**src/rtl/spi_hold_pkg.sv**
```systemverilog
package spi_hold_pkg;
   typedef enum logic [1:0] {
      ST_ADDR  = 2'd0,
      ST_INSTR = 2'd1,
      ST_DATA  = 2'd2,
      ST_SKIP  = 2'd3
   } frame_st_e;

   localparam int LINE_CS   = 0;
   localparam int LINE_HOLD = 1;
   localparam int LINE_SCK  = 2;
   localparam int LINE_SI   = 3;
   localparam int N_LINES   = 4;
endpackage

```
**src/rtl/spi_line_sync.sv**
```systemverilog
module spi_line_sync #(
   parameter int           WIDTH   = 4,
   parameter int           STAGES  = 2,
   parameter logic [WIDTH-1:0] RST_VAL = '0
) (
   input  logic             clk,
   input  logic             rst_n,
   input  logic [WIDTH-1:0] din,
   output logic [WIDTH-1:0] lvl
);
   logic [WIDTH-1:0] chain [STAGES];

   generate
      if (STAGES < 2) begin : g_bad_stages
         $error("spi_line_sync needs at least two stages");
      end
      for (genvar s = 0; s < STAGES; s++) begin : g_stage
         always_ff @(posedge clk or negedge rst_n) begin
            if (!rst_n) chain[s] <= RST_VAL;
            else if (s == 0) chain[s] <= din;
            else chain[s] <= chain[(s == 0) ? 0 : s-1];
         end
      end
   endgenerate

   assign lvl = chain[STAGES-1];
endmodule

```
**src/rtl/spi_shifter.sv**
```systemverilog
module spi_shifter #(
   parameter int BW = 8
) (
   input  logic          clk,
   input  logic          rst_n,
   input  logic          si_s,
   input  logic          step_rise,
   input  logic          step_fall,
   input  logic          tx_load,
   input  logic          rd_phase,
   input  logic [BW-1:0] rd_data,
   output logic [BW-1:0] rx_byte,
   output logic          so_o
);
   logic [BW-2:0] rx_q;
   logic [BW-1:0] tx_q;
   logic          so_q;

   always_ff @(posedge clk or negedge rst_n) begin
      if (!rst_n) rx_q <= '0;
      else if (step_rise) rx_q <= {rx_q[BW-3:0], si_s};
   end

   assign rx_byte = {rx_q, si_s};

   always_ff @(posedge clk or negedge rst_n) begin
      if (!rst_n) begin
         tx_q <= '0;
         so_q <= 1'b0;
      end else if (tx_load) begin
         tx_q <= rd_data;
      end else if (step_fall && rd_phase) begin
         so_q <= tx_q[BW-1];
         tx_q <= {tx_q[BW-2:0], 1'b0};
      end
   end

   assign so_o = so_q;

   // the output only moves on a falling-edge step of a read phase
   p_so_on_fall_r1: assert property (@(posedge clk) disable iff (!rst_n)
      !(step_fall && rd_phase) |=> $stable(so_q));
endmodule

```
**src/rtl/spi_frame_ctrl.sv**
```systemverilog
module spi_frame_ctrl
   import spi_hold_pkg::*;
#(
   parameter int               BW      = 8,
   parameter int               ID_W    = 6,
   parameter int               STRAP_W = 2,
   parameter logic [ID_W-1:0]  DEV_ID  = 6'b010100
) (
   input  logic               clk,
   input  logic               rst_n,
   input  logic [N_LINES-1:0] lvl,
   input  logic [STRAP_W-1:0] strap,
   input  logic [BW-1:0]      rx_byte,
   output logic               step_rise_o,
   output logic               step_fall_o,
   output logic               tx_load_o,
   output logic               rd_phase_o,
   output logic               so_oe_o,
   output logic               instr_valid_o,
   output logic [BW-1:0]      instr_o,
   output logic               wr_valid_o,
   output logic [BW-1:0]      wr_data_o,
   output logic               rd_req_o
);
   localparam int CNT_W = $clog2(BW);
   localparam logic [CNT_W-1:0] LAST_BIT = CNT_W'(BW-1);

   logic cs_n_s, hold_n_s, sck_s;
   logic cs_prv, hold_prv, sck_prv;
   logic cs_fall, hold_fall, hold_rise, sck_rise, sck_fall;
   logic armed_q, paused_q, active, byte_done, addr_hit;
   logic rd_mode_q;
   logic [CNT_W-1:0] bit_cnt;
   frame_st_e state_q;

   assign cs_n_s   = lvl[LINE_CS];
   assign hold_n_s = lvl[LINE_HOLD];
   assign sck_s    = lvl[LINE_SCK];

   always_ff @(posedge clk or negedge rst_n) begin
      if (!rst_n) begin
         cs_prv   <= 1'b0;
         hold_prv <= 1'b1;
         sck_prv  <= 1'b0;
      end else begin
         cs_prv   <= cs_n_s;
         hold_prv <= hold_n_s;
         sck_prv  <= sck_s;
      end
   end

   assign cs_fall   = cs_prv & ~cs_n_s;
   assign hold_fall = hold_prv & ~hold_n_s;
   assign hold_rise = ~hold_prv & hold_n_s;
   assign sck_rise  = ~sck_prv & sck_s;
   assign sck_fall  = sck_prv & ~sck_s;

   // arming: first falling edge of select after reset
   always_ff @(posedge clk or negedge rst_n) begin
      if (!rst_n) armed_q <= 1'b0;
      else if (cs_fall) armed_q <= 1'b1;
   end

   assign active = (armed_q | cs_fall) & ~cs_n_s;

   // pause tracking, edges honoured only with the serial clock low
   always_ff @(posedge clk or negedge rst_n) begin
      if (!rst_n) paused_q <= 1'b0;
      else if (!active) paused_q <= 1'b0;
      else if (hold_fall && !sck_s) paused_q <= 1'b1;
      else if (hold_rise && !sck_s) paused_q <= 1'b0;
   end

   assign step_rise_o = active & ~paused_q & sck_rise;
   assign step_fall_o = active & ~paused_q & sck_fall;

   always_ff @(posedge clk or negedge rst_n) begin
      if (!rst_n) bit_cnt <= '0;
      else if (!active) bit_cnt <= '0;
      else if (step_rise_o) bit_cnt <= (bit_cnt == LAST_BIT) ? '0 : bit_cnt + 1'b1;
   end

   assign byte_done = step_rise_o && (bit_cnt == LAST_BIT);
   assign addr_hit  = (rx_byte == {DEV_ID, strap});

   always_ff @(posedge clk or negedge rst_n) begin
      if (!rst_n) begin
         state_q       <= ST_ADDR;
         rd_mode_q     <= 1'b0;
         instr_valid_o <= 1'b0;
         instr_o       <= '0;
         wr_valid_o    <= 1'b0;
         wr_data_o     <= '0;
         rd_req_o      <= 1'b0;
         tx_load_o     <= 1'b0;
      end else begin
         instr_valid_o <= 1'b0;
         wr_valid_o    <= 1'b0;
         rd_req_o      <= 1'b0;
         tx_load_o     <= rd_req_o;
         if (!active) begin
            state_q   <= ST_ADDR;
            rd_mode_q <= 1'b0;
         end else if (byte_done) begin
            unique case (state_q)
               ST_ADDR:  state_q <= addr_hit ? ST_INSTR : ST_SKIP;
               ST_INSTR: begin
                  state_q       <= ST_DATA;
                  rd_mode_q     <= rx_byte[BW-1];
                  instr_valid_o <= 1'b1;
                  instr_o       <= rx_byte;
                  rd_req_o      <= rx_byte[BW-1];
               end
               ST_DATA: begin
                  if (rd_mode_q) rd_req_o <= 1'b1;
                  else begin
                     wr_valid_o <= 1'b1;
                     wr_data_o  <= rx_byte;
                  end
               end
               default: state_q <= ST_SKIP;
            endcase
         end
      end
   end

   assign rd_phase_o = (state_q == ST_DATA) & rd_mode_q;
   assign so_oe_o    = active & ~paused_q & rd_phase_o;

   // output never driven while deselected
   p_oe_off_deselected_r2: assert property (@(posedge clk) disable iff (!rst_n)
      cs_n_s |-> !so_oe_o);
   // nothing reaches the core before arming
   p_quiet_unarmed_r3: assert property (@(posedge clk) disable iff (!rst_n)
      !armed_q |=> !instr_valid_o && !wr_valid_o && !rd_req_o);
   // a foreign frame stays silent
   p_skip_silent_r4: assert property (@(posedge clk) disable iff (!rst_n)
      (state_q == ST_SKIP) |-> !instr_valid_o && !wr_valid_o && !rd_req_o && !so_oe_o);
   // instruction strobe lasts one clock
   p_instr_single_r5: assert property (@(posedge clk) disable iff (!rst_n)
      instr_valid_o |=> !instr_valid_o);
   // the bit position is frozen while paused
   p_hold_frozen_r8: assert property (@(posedge clk) disable iff (!rst_n)
      (paused_q && !cs_n_s) |=> $stable(bit_cnt));
endmodule

```
**src/rtl/spi_hold_slave.sv**
```systemverilog
module spi_hold_slave
   import spi_hold_pkg::*;
#(
   parameter int              BW          = 8,
   parameter int              ID_W        = 6,
   parameter int              STRAP_W     = 2,
   parameter logic [ID_W-1:0] DEV_ID      = 6'b010100,
   parameter int              SYNC_STAGES = 2
) (
   input  logic               clk,
   input  logic               rst_n,
   input  logic               sck_i,
   input  logic               si_i,
   input  logic               cs_n_i,
   input  logic               hold_n_i,
   input  logic [STRAP_W-1:0] strap_i,
   output logic               so_o,
   output logic               so_oe_o,
   output logic               instr_valid_o,
   output logic [BW-1:0]      instr_o,
   output logic               wr_valid_o,
   output logic [BW-1:0]      wr_data_o,
   output logic               rd_req_o,
   input  logic [BW-1:0]      rd_data_i
);
   localparam logic [N_LINES-1:0] LINE_RST = N_LINES'(1 << LINE_HOLD);

   generate
      if (ID_W + STRAP_W != BW) begin : g_bad_width
         $error("identifier plus strap width must fill one byte");
      end
      if (BW < 3) begin : g_bad_bw
         $error("byte width too small");
      end
   endgenerate

   logic [N_LINES-1:0] raw, lvl;
   logic [BW-1:0]      rx_byte;
   logic step_rise, step_fall, tx_load, rd_phase;

   always_comb begin
      raw            = '0;
      raw[LINE_CS]   = cs_n_i;
      raw[LINE_HOLD] = hold_n_i;
      raw[LINE_SCK]  = sck_i;
      raw[LINE_SI]   = si_i;
   end

   spi_line_sync #(.WIDTH(N_LINES), .STAGES(SYNC_STAGES), .RST_VAL(LINE_RST)) u_sync (
      .clk(clk), .rst_n(rst_n), .din(raw), .lvl(lvl));

   spi_frame_ctrl #(.BW(BW), .ID_W(ID_W), .STRAP_W(STRAP_W), .DEV_ID(DEV_ID)) u_ctrl (
      .clk(clk), .rst_n(rst_n), .lvl(lvl), .strap(strap_i), .rx_byte(rx_byte),
      .step_rise_o(step_rise), .step_fall_o(step_fall), .tx_load_o(tx_load),
      .rd_phase_o(rd_phase), .so_oe_o(so_oe_o), .instr_valid_o(instr_valid_o),
      .instr_o(instr_o), .wr_valid_o(wr_valid_o), .wr_data_o(wr_data_o),
      .rd_req_o(rd_req_o));

   spi_shifter #(.BW(BW)) u_shift (
      .clk(clk), .rst_n(rst_n), .si_s(lvl[LINE_SI]), .step_rise(step_rise),
      .step_fall(step_fall), .tx_load(tx_load), .rd_phase(rd_phase),
      .rd_data(rd_data_i), .rx_byte(rx_byte), .so_o(so_o));
endmodule

```
**config.mk**
```make
export PLATFORM = sky130hd
export DESIGN_NAME = spi_hold_slave
export DESIGN_NICKNAME = d
export VERILOG_FILES = /design/src/rtl/spi_hold_pkg.sv /design/src/rtl/spi_line_sync.sv /design/src/rtl/spi_shifter.sv /design/src/rtl/spi_frame_ctrl.sv /design/src/rtl/spi_hold_slave.sv
export SDC_FILE = /design/constraint.sdc
export NUM_CORES = 1
export LEC_CHECK = 0
export BUFFER_PORTS_ARGS = -buffer_cell sky130_fd_sc_hd__buf_2
export CORE_MARGIN = 2
export CORE_UTILIZATION = 55
export CTS_CLUSTER_SIZE = 24
export DETAILED_ROUTE_END_ITERATION = 10
export HOLD_SLACK_MARGIN = 0.1
export PLACE_DENSITY = 0.77
export SLEW_MARGIN = 20
export SYNTH_ARGS = -nofsm -noshare
export SYNTH_HDL_FRONTEND = slang
export SYNTH_SLANG_ARGS = --single-unit
```
**constraint.sdc**
```tcl
create_clock -name clk -period 2.5 [get_ports clk]
set_input_delay 0.375 -clock clk [delete_from_list [all_inputs] [get_ports clk]]
set_output_delay 0.375 -clock clk [all_outputs]
set_load 0.01 [all_outputs]
```
Word-level counts from Yosys, hierarchy flattened:

Cells that the tools add are included.

* flip-flop bits (word level): 55
* bits of input ports: 16
* output and inout port bits: 21
* word-level logic and storage cells: 87

* $add $sub $neg: 1
* equal/unequal tests: 9
* multiplexer cells: 26
* bitwise gates (word level): 20
* reduce and logical (&&, ||, !) cells: 12

Operator list (number)
* $mux 1: 16
* $mux 8: 2
* $and 1x1->1: 11
* $mux 3: 3
* $eq 8x7->1: 1
* $not 1->1: 8
* $mux 2: 3
* $ne 2x2->1 const B: 3
* $pmux 2 s3: 1
* $reduce_and 2->1: 3
* $logic_and 1x1->1: 4
* $reduce_and 4->1: 1
* $add 3x1->3 const B: 1
* $eq 3x3->1 const B: 1
* $ne 3x3->1 const B: 1
* $reduce_and 3->1: 1
* $eq 2x1->1 const B: 1
* $eq 2x2->1 const B: 1
* $logic_not 2->1: 1
* $ne 2x1->1 const B: 1
* $pmux 1 s2: 1
* $reduce_bool 2->1: 1
* $logic_not 1->1: 1
* $or 1x1->1: 1

Logic depth before layout (Yosys ltp):

* word-level depth: 9
* mapped depth: 6
* gate-level depth less buffers: 5

Hierarchy:

Synthesis repeated with hierarchy kept, for this count alone.

* cell total of the unflattened synthesis: 180
* area, all modules: 2377.3 µm²

By module, submodules not included
* spi_frame_ctrl: instances 1, cells an instance 104, area an instance 1380.1 µm², sequential area each 777.0 µm²
* spi_shifter: instances 1, cells an instance 64, area an instance 764.5 µm², sequential area each 400.4 µm²
* spi_line_sync: instances 1, cells an instance 12, area an instance 232.7 µm², sequential area each 202.7 µm²

Worst setup path before layout:

Ideal clock, no wire load.

* path type: register to register
* from: register u_ctrl.bit_cnt[0]
* to: register u_ctrl.instr_o[0]
* setup time: 125 ps
* data arrival time: 1677 ps
* required time: 2375 ps
* path slack: 698 ps
* cell stages (with the launch flop): 7
* path buffers: 1
* clock period less this slack: 1802 ps
* cells stage by stage: dfrtp_1 -> ha_1 -> ha_1 -> nand3b_1 -> or4_1 -> buf_6 -> mux2_4

* word-level cells in the longest chain between the ends: 3

Ends and longest elaborated chain
* from (decl): line spi_frame_ctrl.sv:33 `logic [CNT_W-1:0] bit_cnt;`
* from (signal assigned): line spi_frame_ctrl.sv:80 `else if (step_rise_o) bit_cnt <= (bit_cnt == LAST_BIT) ? '0 : bit_cnt + 1'b1;`
* $eq 3x3->1: line spi_frame_ctrl.sv:83 `assign byte_done = step_rise_o && (bit_cnt == LAST_BIT);`
* $logic_and 1x1->1: line spi_frame_ctrl.sv:83
* $reduce_and 3->1 (no source line)
* to (signal assigned): line spi_frame_ctrl.sv:111 `instr_o <= rx_byte;`
* to (decl): line spi_frame_ctrl.sv:20 `output logic [BW-1:0] instr_o,`

Every way passes these cells.
A chain may end at the register's enable or synchronous reset.

Worst setup path in the final report:

* from: register u_ctrl.state_q[0]
* to: register u_shift.tx_q[0]

* word-level cells in the longest chain between the ends: 4

Ends and longest elaborated chain
* from (decl): line spi_frame_ctrl.sv:34 `frame_st_e state_q;`
* from (signal assigned): line spi_frame_ctrl.sv:106 `ST_ADDR: state_q <= addr_hit ? ST_INSTR : ST_SKIP;`
* $eq 2x2->1: line spi_frame_ctrl.sv:127 `assign rd_phase_o = (state_q == ST_DATA) & rd_mode_q;`
* $and 1x1->1: line spi_frame_ctrl.sv:127
* $logic_and 1x1->1: line spi_shifter.sv:32 `end else if (step_fall && rd_phase) begin`
* $reduce_bool 2->1 (no source line)
* to (signal assigned): line spi_shifter.sv:31 `tx_q <= rd_data;`
* to (signal assigned): line spi_shifter.sv:34 `tx_q <= {tx_q[BW-2:0], 1'b0};`
* to (decl): line spi_shifter.sv:16 `logic [BW-1:0] tx_q;`

Every way passes these cells.

==> impl_metrics.ini <==
[route]
drt_pre_antenna_iters = 4
wire_per_inst_um = 16.5
drc = 0
vias = 1475
wl_um = 4350
drt_iter0_drc = 44
ant_nets = 0
via_per_inst = 5.59

[cells_and_area]
antenna_cells = 0
fin_cells = 264
syn2layout_area_growth_pct = 15.2
fin_nets = 234
fin_area_mm2 = 0.00268
drive_above_1_share_pct = 36.4

[synthesis]
avgSynthCellArea_um2 = 13.6
yosysMostFrequentCell = dfrtp_1
synth_cell_type_count = 41
synth_warnings = 0
synth_cells = 171
ys_seq_elements = 55
yosysTopAreaCell = dfrtp_1
ys_seq_area_share_pct = 59.4
ys.flop_type = dfrtp_1
async_flop_share_pct = 100
ys_top_cells_by_count = dfrtp_1, mux2_2, inv_1
synth-edff-count = 0
netlist_top_cells_area = dfrtp_1, mux2_2, mux2_4
synth_fp_nets = 192
synthesis.area_mm2 = 0.00232
synth_top_cell_area_share_pct = 56.0

[pwr]
intPower_mw = 1.32
power.density_mw_per_mm2 = 639
p_leak_nw = 1.35
p_sw_mw = 0.393
clkPwrFrac_pct = 33.2
comb_power_share_pct = 7.4
pwr-share-seq_pct = 59.4
switching_share_pct = 22.9
ir_drop_v = 0.000395

[timing]
setup_violations = 0
slew_headroom_pct = 50.9
period_needed_ns = 2.14
slew_viol_final = 0
rsz0062_at_grt = no
tns_ns = 0
finalHoldViolations = 0
fmax_mhz = 467
fin_skew_ns = 0.0139
fin_crit_sh_pct = 85.6
setup_slack_ns = 0.359
worstMarginPinSlew_ns = 0.731

[global_route]
track_usage_pct = 20.6
antenna_found_initial = 0
grt_pass1_wl_um = 7010
grt_max_degree = 26
overflow = 0
grt_pass1_vias = 1541

[floorplanning]
floorplan.initialDensity_pct = 57.7
die-area_mm2 = 0.00476
die_h_um = 69.0
fp.coreArea_mm2 = 0.00403
ios = 37
rows = 23
die_x_um = 69.0

[worst_setup_path]
crit_path_end = u_shift.tx_q[0]
cp.arrival_ns = 2.28
cp-start-kind = flip-flop
crit_path_start = u_ctrl.state_q[0]
crit_buf_inv = 1
rrSetupSlack_ns = 0.36
cp_slowest_cell = nor3_1
slowest_delay_ns = 0.67
critPathTopFamily = simple AND/OR/NAND/NOR gates
criticalPathCategory = reg2reg
crit_chain = inv_1 -> ha_1 -> nand4b_1 -> nor3_1 -> o21ai_0
cp.depth = 5
reg2reg_to = u_shift.tx_q[0]
crit_required_ns = 2.64
rr_worst_depth = 5
endpoint_kind = flip-flop
crit_fanout = 8
reg2reg_from = u_ctrl.state_q[0]

[place]
hpwl_um = 3160
dpl_cell_area_mm2 = 0.00256
gp_congestion = 0.774
dp.cells = 255
portBuffers = 36
dpl_worst_slack_ns = 0.365

[clock_network]
clk_pin_slew_ns = 0.10
max-clock-path-buffers = 2
numCtsBuffers = 5
htreeDepth = 2
cts-resized-gates = 0
cts.sinks = 55
clkLatencyLatePin_ns = 0.31
ctsRootBufferMaster = clkbuf_8
tritoncts = yes

[flow_run]
drv_cap = 0

[hold_path]
hold_class = in2reg

[status]
status = complete, no violations
routing by layer:
layer / share of wire [%] / up-vias / global-route usage [%]
li1: - / 700 / -
met1: 43 / 737 / 23.0
met2: 51 / 32 / 37.5
met3: 4.5 / 6 / 6.01
met4: 1.4 / 0 / 7.11
met5: 0 / - / 0
power by group through the flow:
| stage | Clock, mW | Combinational [mW] | Sequential [mW] |
|---|---|---|---|
| 2_1_floorplan | 0 | 0.0834 | 1.01 |
| 3_3_place_gp | 0 | 0.121 | 1.03 |
| 3_5_place_dp | 0 | 0.128 | 1.04 |
| 4_1_cts | 0.584 | 0.130 | 1.02 |
| 5_1_grt | 0.616 | 0.141 | 1.03 |
| 6_report | 0.568 | 0.127 | 1.02 |
area by class of cell:
cell class	count	area [um2]
Multi-Input combinational cell	98	867
Timing Repair Buffer	40	213
Clock buffer	7	76.3
Clock inverter	1	30.0
Tap cell	50	62.6
Fill cell	300	1350
Sequential cell	55	1380
Inverter	13	48.8
state kept, by name (all words and copies together), names as in the netlist:
name                  cells
u_sync.lvl                4
u_ctrl.paused_q           1
u_sync.chain              4
u_ctrl.armed_q            1
u_ctrl.instr_o            8
u_ctrl.bit_cnt            3
u_ctrl.sck_prv            1
u_ctrl.instr_valid_o      1
u_ctrl.rd_mode_q          1
u_ctrl.tx_load_o          1
u_shift.rx_q              7
u_ctrl.hold_prv           1
u_ctrl.wr_valid_o         1
u_ctrl.wr_data_o          8
u_ctrl.state_q            2
u_ctrl.cs_prv             1
u_ctrl.rd_req_o           1
u_shift.so_o              1
u_shift.tx_q              8
kinds of logic after synthesis:
| logic type | Yosys count | synth area share (%) |
|---|---|---|
| mux | 28 | 14.6 |
| xor+xnor | 2 | 0.754 |
| buf+inv | 18 | 3.28 |
| simple gates | 38 | 10.3 |
| compound gates | 25 | 8.89 |
| flops | 55 | 59.4 |
| fa+ha+maj | 5 | 2.69 |
placed cells by master (no fill, tap or decap), drive strengths merged, types with 3 or more instances in the layout:
| master | instances |
|---|---|
| a221o | 7 |
| buf | 39 |
| clkbuf | 7 |
| dfrtp | 52 |
| dfstp | 3 |
| ha | 5 |
| inv | 13 |
| mux2 | 24 |
| mux2i | 4 |
| nand2 | 7 |
| nor2 | 5 |
| nor2b | 7 |
| nor4 | 3 |
| o21ai | 3 |
| o31a | 5 |
stage by stage:
stage	power [mW]	util, %	hold slack, ns
after floorplan	1.09	-	0.0794
after global placement	1.15	63.6	0.263
after detailed placement	1.16	63.6	0.267
after global routing	1.78	66.5	0.153
final	1.71	66.5	0.176
after CTS	1.73	66.5	0.163
repair_timing:
item | 4_1_cts | 5_1_grt
endpoints found under the hold margin | 11 | 0
setup buffers | 0 | 0
hold buffers | 1 | 0
worst min-delay path by stage:
stage               slack [ns]  cells past startpoint          endpoint    from
floorplan                 0.08                      0    u_ctrl.armed_q   rst_n
global placement          0.26                      1   u_shift.tx_q[4]   rst_n
detailed placement        0.27                      1  u_ctrl.tx_load_o   rst_n
CTS                       0.16                      1   u_sync.chain[6]   sck_i
global route              0.15                      1   u_sync.chain[4]  cs_n_i
finish                    0.18                      1   u_sync.chain[6]   sck_i
(Power assumes the default switching activity.)
